==> src/rtl/pred_step_seq.sv <==
module pred_step_seq #(
  parameter int MAXVL = 64,
  localparam int SW = $clog2(MAXVL),
  localparam int VW = $clog2(MAXVL + 1)
) (
  input  logic             clk,
  input  logic             rst_n,
  input  logic             start,
  input  logic [VW-1:0]    vl,
  input  logic [MAXVL-1:0] mask,
  input  logic             src_zero,
  input  logic             dst_zero,
  input  logic             joint_en,
  input  logic             joint_zero,
  input  logic             ready,
  output logic             valid,
  output logic [SW-1:0]    src_idx,
  output logic [SW-1:0]    dst_idx,
  output logic             src_zeroed,
  output logic             dst_zeroed,
  output logic             done
);

  logic [MAXVL-1:0] mask_q;
  logic [VW-1:0]    vl_q;
  logic             sz_q, dz_q;
  logic [SW-1:0]    src_q, dst_q;
  logic             valid_q, done_q;

  function automatic logic [SW:0] seek(input logic [SW:0] from,
                                       input logic [MAXVL-1:0] m,
                                       input logic [VW-1:0] lim,
                                       input logic z);
    logic [SW:0] r;
    r = '0;
    for (int i = MAXVL - 1; i >= 0; i--)
      if (i >= int'(from) && i < int'(lim) && (z || m[i]))
        r = {1'b1, SW'(i)};
    return r;
  endfunction

  wire sz_in = joint_en ? joint_zero : src_zero;
  wire dz_in = joint_en ? joint_zero : dst_zero;

  wire [MAXVL-1:0] m_use  = start ? mask  : mask_q;
  wire [VW-1:0]    vl_use = start ? vl    : vl_q;
  wire             sz_use = start ? sz_in : sz_q;
  wire             dz_use = start ? dz_in : dz_q;

  wire [SW:0] src_from = start ? '0 : {1'b0, src_q} + 1'b1;
  wire [SW:0] dst_from = start ? '0 : {1'b0, dst_q} + 1'b1;

  wire [SW:0] src_nx = seek(src_from, m_use, vl_use, sz_use);
  wire [SW:0] dst_nx = seek(dst_from, m_use, vl_use, dz_use);
  wire        both   = src_nx[SW] & dst_nx[SW];
  wire        adv    = start | (valid_q & ready);

  always_ff @(posedge clk or negedge rst_n) begin
    if (!rst_n) begin
      mask_q  <= '0;
      vl_q    <= '0;
      sz_q    <= 1'b0;
      dz_q    <= 1'b0;
      src_q   <= '0;
      dst_q   <= '0;
      valid_q <= 1'b0;
      done_q  <= 1'b0;
    end else if (adv) begin
      if (start) begin
        mask_q <= mask;
        vl_q   <= vl;
        sz_q   <= sz_in;
        dz_q   <= dz_in;
      end
      valid_q <= both;
      done_q  <= ~both;
      if (both) begin
        src_q <= src_nx[SW-1:0];
        dst_q <= dst_nx[SW-1:0];
      end
    end
  end

  assign valid      = valid_q;
  assign done       = done_q;
  assign src_idx    = src_q;
  assign dst_idx    = dst_q;
  assign src_zeroed = valid_q & sz_q & ~mask_q[src_q];
  assign dst_zeroed = valid_q & dz_q & ~mask_q[dst_q];


  excl_chk: assert property (@(posedge clk) disable iff (!rst_n)
    !(valid && done));


  lockstep_chk: assert property (@(posedge clk) disable iff (!rst_n)
    (valid && sz_q == dz_q) |-> src_idx == dst_idx);


  skip_mask_chk: assert property (@(posedge clk) disable iff (!rst_n)
    (valid && !sz_q) |-> (mask_q[src_idx] && !src_zeroed));


  hold_chk: assert property (@(posedge clk) disable iff (!rst_n)
    (valid && !ready && !start) |=> (valid && $stable(src_idx) && $stable(dst_idx)));


  order_chk: assert property (@(posedge clk) disable iff (!rst_n)
    (valid && ready && !start) |=> (!valid || (src_idx > $past(src_idx) && dst_idx > $past(dst_idx))));


  bound_chk: assert property (@(posedge clk) disable iff (!rst_n)
    valid |-> (int'(src_idx) < int'(vl_q) && int'(dst_idx) < int'(vl_q)));

endmodule

==> config.mk <==
export PLATFORM = sky130hd
export DESIGN_NAME = pred_step_seq
export DESIGN_NICKNAME = d
export VERILOG_FILES = /design/src/rtl/pred_step_seq.sv
export SDC_FILE = /design/constraint.sdc
export NUM_CORES = 1
export LEC_CHECK = 0
export ABC_AREA = 1
export BUFFER_PORTS_ARGS = -buffer_cell sky130_fd_sc_hd__buf_2
export CAP_MARGIN = 20
export CORE_AREA = 4 4 149 123
export DETAILED_ROUTE_END_ITERATION = 10
export DIE_AREA = 0 0 153 127
export HOLD_SLACK_MARGIN = 0.02
export PLACE_DENSITY = 0.77
export SLEW_MARGIN = 10
export SYNTH_ARGS = -nofsm -noshare
export SYNTH_HDL_FRONTEND = slang
export SYNTH_SLANG_ARGS = --single-unit
==> constraint.sdc <==
create_clock -name clk -period 4.4 [get_ports clk]
set_clock_uncertainty 0.05 [all_clocks]
set_input_delay 0 -clock clk [delete_from_list [all_inputs] [get_ports clk]]
set_output_delay 0 -clock clk [all_outputs]
set_load 0.1 [all_outputs]
==> results.md, run 1 <==
- Status: finished, violations left
- Failing checks: setup timing
- Total of max-cap violations: 0
- Worst setup margin: -463 ps
- Worst Tran Pin Value: 980 ps
- WL/cell: 21.9 um
- Yosys cell types: 53
- Slowest CP cell: dfrtp_4
- Syn-to-layout area delta: 39.9%
- Reg clk slew, reported paths: ~80 ps
- Via Count: 13305
- DP Worst Slack: -407 ps
- Min-Delay Startpoint: start
- Sequential share of the synthesized area: 0.239
- Pin count of the biggest net entering global routing: 60
- GRT Util Overall: 0.463
- Yosys warning total: 0
- Period utilization: 1.11
- Post-Syn Area per Cell: 5.84 um2
- Worst Path Required: 4600 ps
- DP Wirelength: between 30000 and 40000 um
- Core Region: 16900 um2
- Detail Route Antenna Nets: 0
- Hold Path Class: input pin to register
- Hold Crit Depth: 4
- Vias in the first global route: 12353
- Reg2reg setup slack: -460 ps
- Final min period: 4860 ps
- Ys flop type: dfrtp_1
- Commonest cells after routing, fill and taps aside: nand2_1, buf_4, inv_1
- Initial Utilization: 0.539
- Worst skew pair latency: 360 ps
- Die W: 153 um
- Cell Pwr Density: 368 nW/um2
- Final WL: 46700 um
- EDFF count, synth: 0
- Final setup viols: 3
- Worst-path maximum fanout: 5
- Worst IR drop on VDD: about 0.23 mV
- GPL Wtd Cong: about 1.1
- DRC errors left: 0
- GRT overflow: 0
- Sink Count: 87
- RSZ-0062 raised after global routing: true
- CP Data Arrival Time: 5060 ps
- Top Ports: 95
- Initial antenna violation count: 1
- Crit-path most repeated cell: nand2_1
- Most common cell after layout, fill and taps aside: nand2_1
- Die H: 127 um
- Relative slew slack: 0.339
- CTS Buffer Depth: 2
- Synthesized cell area: 9110 um2
- Number of port buffers: 94
- LEAKAGE: 6.34 nW
- Final hold slack: 49.8 ps
- Pins over their slew limit: 0
- #FFs+latches synth: 87
- Cells after Synth: roughly 1600
- Syn nets: 1641
- Worst setup SP type: register
- Clock Tree Root: clkbuf_16
- Drt pass-1 iters: 7
- Final hold viol count: 0
- Async SR Flop Fraction: 1.00
- First-pass GRT wire length: 69900 um
- CTS tree: yes
- R2R cell count: 62
- Number of DRC markers in iteration 0: 2236
- Hold EP: mask_q[62]
- Critical path endpoint category: register
- Crit-path max cell delay: 530 ps
- Proportion of layout cells with a drive suffix above 1: 0.268
- H-tree depth: 3
- Setup CP Type: register to register
- Via/cell ratio: 6.24
- Max frequency: roughly 210 MHz
- Area of the die: 19400 um2
- Critical R2R Launch: dst_idx[0]
- Power Total: roughly 4.7 mW
- CTS Buf Count: 9
- Fin nets: 1981
- Worst reg2reg path endpoint: dst_idx[0]
- FP Rows: 43
## where the power goes
part           internal [mW]  switching, mW  leakage, nW
Combinational           1.01           1.88         5.17
Clock                  0.464          0.364        0.150
Sequential             0.891         0.0810         1.02
Total                   2.36           2.33         6.34
## cell families (layout without fill, tap and decap cells)
group	Yosys count	in the layout	synth area share
buffers and inverters	291	636	0.124
flip-flops	87	87	0.239
multiplexers	15	15	0.0165
AND/OR/NAND/NOR	717	717	0.329
adder cells (fa/ha/maj)	2	2	0.00275
AO/OA/AOI/OAI	448	448	0.289
other	0	1	0
## critical path, delay by kind of cell (launching register included)
kind                       cells  cell delay (ps)
AOI/OAI and AO/OA              1              230
adders and majority gates      1              190
buffers and inverters          2              220
DFF                            1              530
and+or+nand+nor               58             3530
## stage by stage
step,instance area [um2],util,cells,setup TNS (ps)
4_1_cts,12500,0.738,2125,-691
3_5_place_dp,11400,0.673,2039,-770
2_1_floorplan,9230,-,1560,-84.5
6_report,12700,0.755,2131,-985
3_3_place_gp,11400,0.673,2039,-875
5_1_grt,12700,0.754,2130,-3130
## cell type report
type,count,area [um2]
well taps,225,282
clock inverters,6,72.6
repair buffers,387,2820
clock buffers,10,239
multi-input cells,1182,6220
flip-flops and latches,87,2210
inverters,233,892
fillers,1381,4150
diodes,1,2.50
## routing by layer
metal / wire [um] / global-route usage
met5: 0 / 0
met4: 2420 / 0.171
met2: 18400 / 0.670
met1: 17500 / 0.616
met3: 8290 / 0.198
## synth_stat cells, types with 10 or more instances
| library cell | n | share of area |
|---|---|---|
| a2111oi_0 | 11 | 0.011 |
| a21oi_1 | 93 | 0.051 |
| a31oi_1 | 13 | 0.0089 |
| buf_2 | 10 | 0.0055 |
| clkbuf_1 | 38 | 0.016 |
| dfrtp_1 | 87 | 0.24 |
| inv_1 | 213 | 0.088 |
| inv_2 | 18 | 0.0074 |
| mux2i_1 | 15 | 0.016 |
| nand2_1 | 372 | 0.15 |
| nand3_1 | 38 | 0.021 |
| nand4_1 | 15 | 0.010 |
| nor2_1 | 207 | 0.085 |
| nor3_1 | 29 | 0.016 |
| nor4_1 | 11 | 0.0076 |
| o211ai_1 | 49 | 0.040 |
| o21ai_0 | 209 | 0.11 |
| o22ai_1 | 10 | 0.0069 |
| or2_2 | 19 | 0.013 |
## what timing repair did
| action | in CTS | in global routing |
|---|---|---|
| setup buffers | 26 | 6 |
| cloned | 0 | 1 |
| gates resized for setup | 49 | 72 |
| setup endpoints to repair | 2 | 14 |
| endpoints found under the hold margin | 101 | 0 |
| pin swaps | 24 | 21 |
| hold buffers | 44 | 0 |
## flip-flops by register name, summed over array words and instances, names as in the netlist
signal and flops:
done 1, dst_idx 6, dz_q 1, mask_q 64, src_idx 6, sz_q 1
valid 1, vl_q 7
## how the worst max path moves through the flow
stage | start | endpoint | slack (ps) | cells past startpoint
6_report | dst_idx[0] | dst_idx[0] | -460 | 62
5_1_grt | dst_idx[0] | dst_idx[0] | -1040 | 69
4_1_cts | dst_idx[0] | dst_idx[0] | -340 | 69
3_5_place_dp | dst_idx[0] | dst_idx[0] | -410 | 64
3_3_place_gp | src_idx[0] | src_idx[0] | -460 | 61
2_1_floorplan | dst_idx[0] | dst_idx[0] | -40 | 68
No activity file was read; power rests on OpenSTA's default activity.
==> run 2, diff against run 1 <==
--- a/config.mk
+++ b/config.mk
@@ -12,8 +12,9 @@
 export DETAILED_ROUTE_END_ITERATION = 10
 export DIE_AREA = 0 0 153 127
 export HOLD_SLACK_MARGIN = 0.02
-export PLACE_DENSITY = 0.77
-export SLEW_MARGIN = 10
+export PLACE_DENSITY_LB_ADDON = 0.1
+export SLEW_MARGIN = 20
 export SYNTH_ARGS = -nofsm -noshare
 export SYNTH_HDL_FRONTEND = slang
 export SYNTH_SLANG_ARGS = --single-unit
+export TNS_END_PERCENT = 1
==> results.md, run 2 (synthesized netlist as in run 1, its figures left out) <==
- FP Rows: 43 (unchanged)
- GRT Util Overall: 0.447 (-0.0162)
- Worst skew pair latency: 360 ps (about the same)
- Failing checks: setup timing
- DP Wirelength: 34900 um (-1.9%)
- Slowest CP cell: dfrtp_4
- Proportion of layout cells with a drive suffix above 1: 0.245 (-0.0230)
- Pins over their slew limit: 0 (unchanged)
- Critical path endpoint category: register
- Final min period: 4970 ps (+111 ps)
- Cell Pwr Density: 369 nW/um2 (+0.22%)
- Worst IR drop on VDD: 0.239 mV (+5.4%)
- WL/cell: 22.0 um (+0.56%)
- Number of port buffers: 94 (unchanged)
- Max frequency: 201 MHz (-2.2%)
- First-pass GRT wire length: 67400 um (-3.5%)
- Period utilization: 1.13 (+0.0252)
- Largest registers: mask_q: 64 flops, vl_q: 7 flops
- Drt pass-1 iters: 7 (unchanged)
- Detail Route Antenna Nets: 0 (unchanged)
- Worst Tran Pin Value: 1090 ps (+108 ps)
- Crit-path most repeated cell: nand2_1
- Final Util: 0.743 (-0.0120)
- Core Region: 16900 um2 (unchanged)
- RSZ-0062 raised after global routing: true
- Final hold viol count: 0 (unchanged)
- Sink Count: 87 (unchanged)
- Reg clk slew, reported paths: 70 ps (about the same)
- LEAKAGE: 6.28 nW (-0.88%)
- Most common cell after layout, fill and taps aside: nand2_1
- Initial Utilization: 0.539 (unchanged)
- Vias in the first global route: 11904 (-3.6%)
- DRC errors left: 0 (unchanged)
- Worst-path maximum fanout: 8 (+3)
- Fin nets: 1972 (-0.45%)
- GRT overflow: 0 (unchanged)
- GPL Wtd Cong: 1.13 (+2.7%)
- Via/cell ratio: 6.29 (+0.76%)
- Clock Tree Root: clkbuf_16
- Hold Crit Depth: 4 (unchanged)
- Area of the die: 19400 um2 (unchanged)
- Final hold slack: 30.0 ps (-19.8 ps)
- Via Count: 13350 (+0.34%)
- Worst Path Required: 4590 ps (about the same)
- CP Data Arrival Time: 5160 ps (+100 ps)
- Status: finished, violations left
- Max reg flops: 64 (unchanged)
- Worst setup SP type: register
- Number of DRC markers in iteration 0: 2338 (+4.6%)
- Initial antenna violation count: 1 (unchanged)
- H-tree depth: 3 (unchanged)
- Worst setup margin: -574 ps (-111 ps)
- Die W: 153 um (unchanged)
- Syn-to-layout area delta: 37.7%
- Hold Path Class: input pin to register
- CTS Buffer Depth: 2 (unchanged)
- Pin count of the biggest net entering global routing: 50 (-17%)
- Die H: 127 um (unchanged)
- R2R cell count: 67 (+8.1%)
- Relative slew slack: 0.267 (-0.0729)
- Reg2reg setup slack: -570 ps (-110 ps)
- CTS tree: yes
- Total of max-cap violations: 0 (unchanged)
- Top Ports: 95 (unchanged)
- Final WL: 46700 um (+0.14%)
- Crit-path max cell delay: 450 ps (-80 ps)
- CTS Buf Count: 9 (unchanged)
- Setup CP Type: register to register
- Commonest cells after routing, fill and taps aside: nand2_1, buf_4, inv_1
- Layout fillers: 1321 (-4.3%)
- DP Worst Slack: -439 ps (-31.3 ps)
- Final setup viols: 4 (+1)
- Top reg by flops: mask_q
-- run 2: layer usage --
metal,part of all wire,vias to the layer above,global-route usage
met5,0.0011,-,0
met1,0.37,5930,0.605
met4,0.064,2,0.159
met2,0.39,1240,0.645
met3,0.17,322,0.183
li1,-,5856,-
-- run 2: what timing repair did --
item | 4_1_cts | 5_1_grt
endpoints found under the hold margin | 84 | 0
pin swaps | 8 | 17
endpoints found under the setup margin | 2 | 13
hold buffers | 46 | 0
buffers inserted | 12 | 6
gates resized for setup | 16 | 43
-- run 2: path summary, 6_finish.rpt --
check,start,to
worst max-delay path,src_idx[0],src_idx[0]
worst min-delay path,vl[1],vl_q[1]
worst max register to register,src_idx[0],src_idx[0]
worst min register to register,vl_q[5],vl_q[5]
max in group asynchronous,rst_n,dst_idx[4]
min in group asynchronous,rst_n,mask_q[48]
-- run 2: per-stage QoR --
step	TNS (ps)	power, mW	std cells	cell area (um2)
floorplan	-84.5	2.47	1560	9230
global placement	-731	3.46	2041	11400
detailed placement	-725	3.48	2041	11400
CTS	-741	4.38	2115	12300
global route	-3860	4.80	2121	12500
finish	-1680	4.62	2122	12500
-- run 2: final cells by class --
class | instances | area, um2 | area share
clock buffers | 9 | 225 | 0.0180
well taps | 225 | 282 | 0.0224
diodes | 1 | 2.50 | 0.000199
repair buffers | 378 | 2770 | 0.221
inverters | 233 | 882 | 0.0703
multi-input cells | 1182 | 6090 | 0.485
flip-flops and latches | 87 | 2210 | 0.176
clock inverters | 7 | 87.6 | 0.00698
-- run 2: report_power, final --
group | internal [mW] | leakage, nW | switching, mW
sequential | 0.890 | 1.02 | 0.0839
clock | 0.455 | 0.148 | 0.379
combinational | 0.955 | 5.11 | 1.86
total | 2.30 | 6.28 | 2.32
-- run 2: critical path: cells and delay by family, from the launching register on --
kind	cells	cell delay, ps
flops	1	450
buf+inv	2	290
simple gates	63	3830
compound gates	2	210
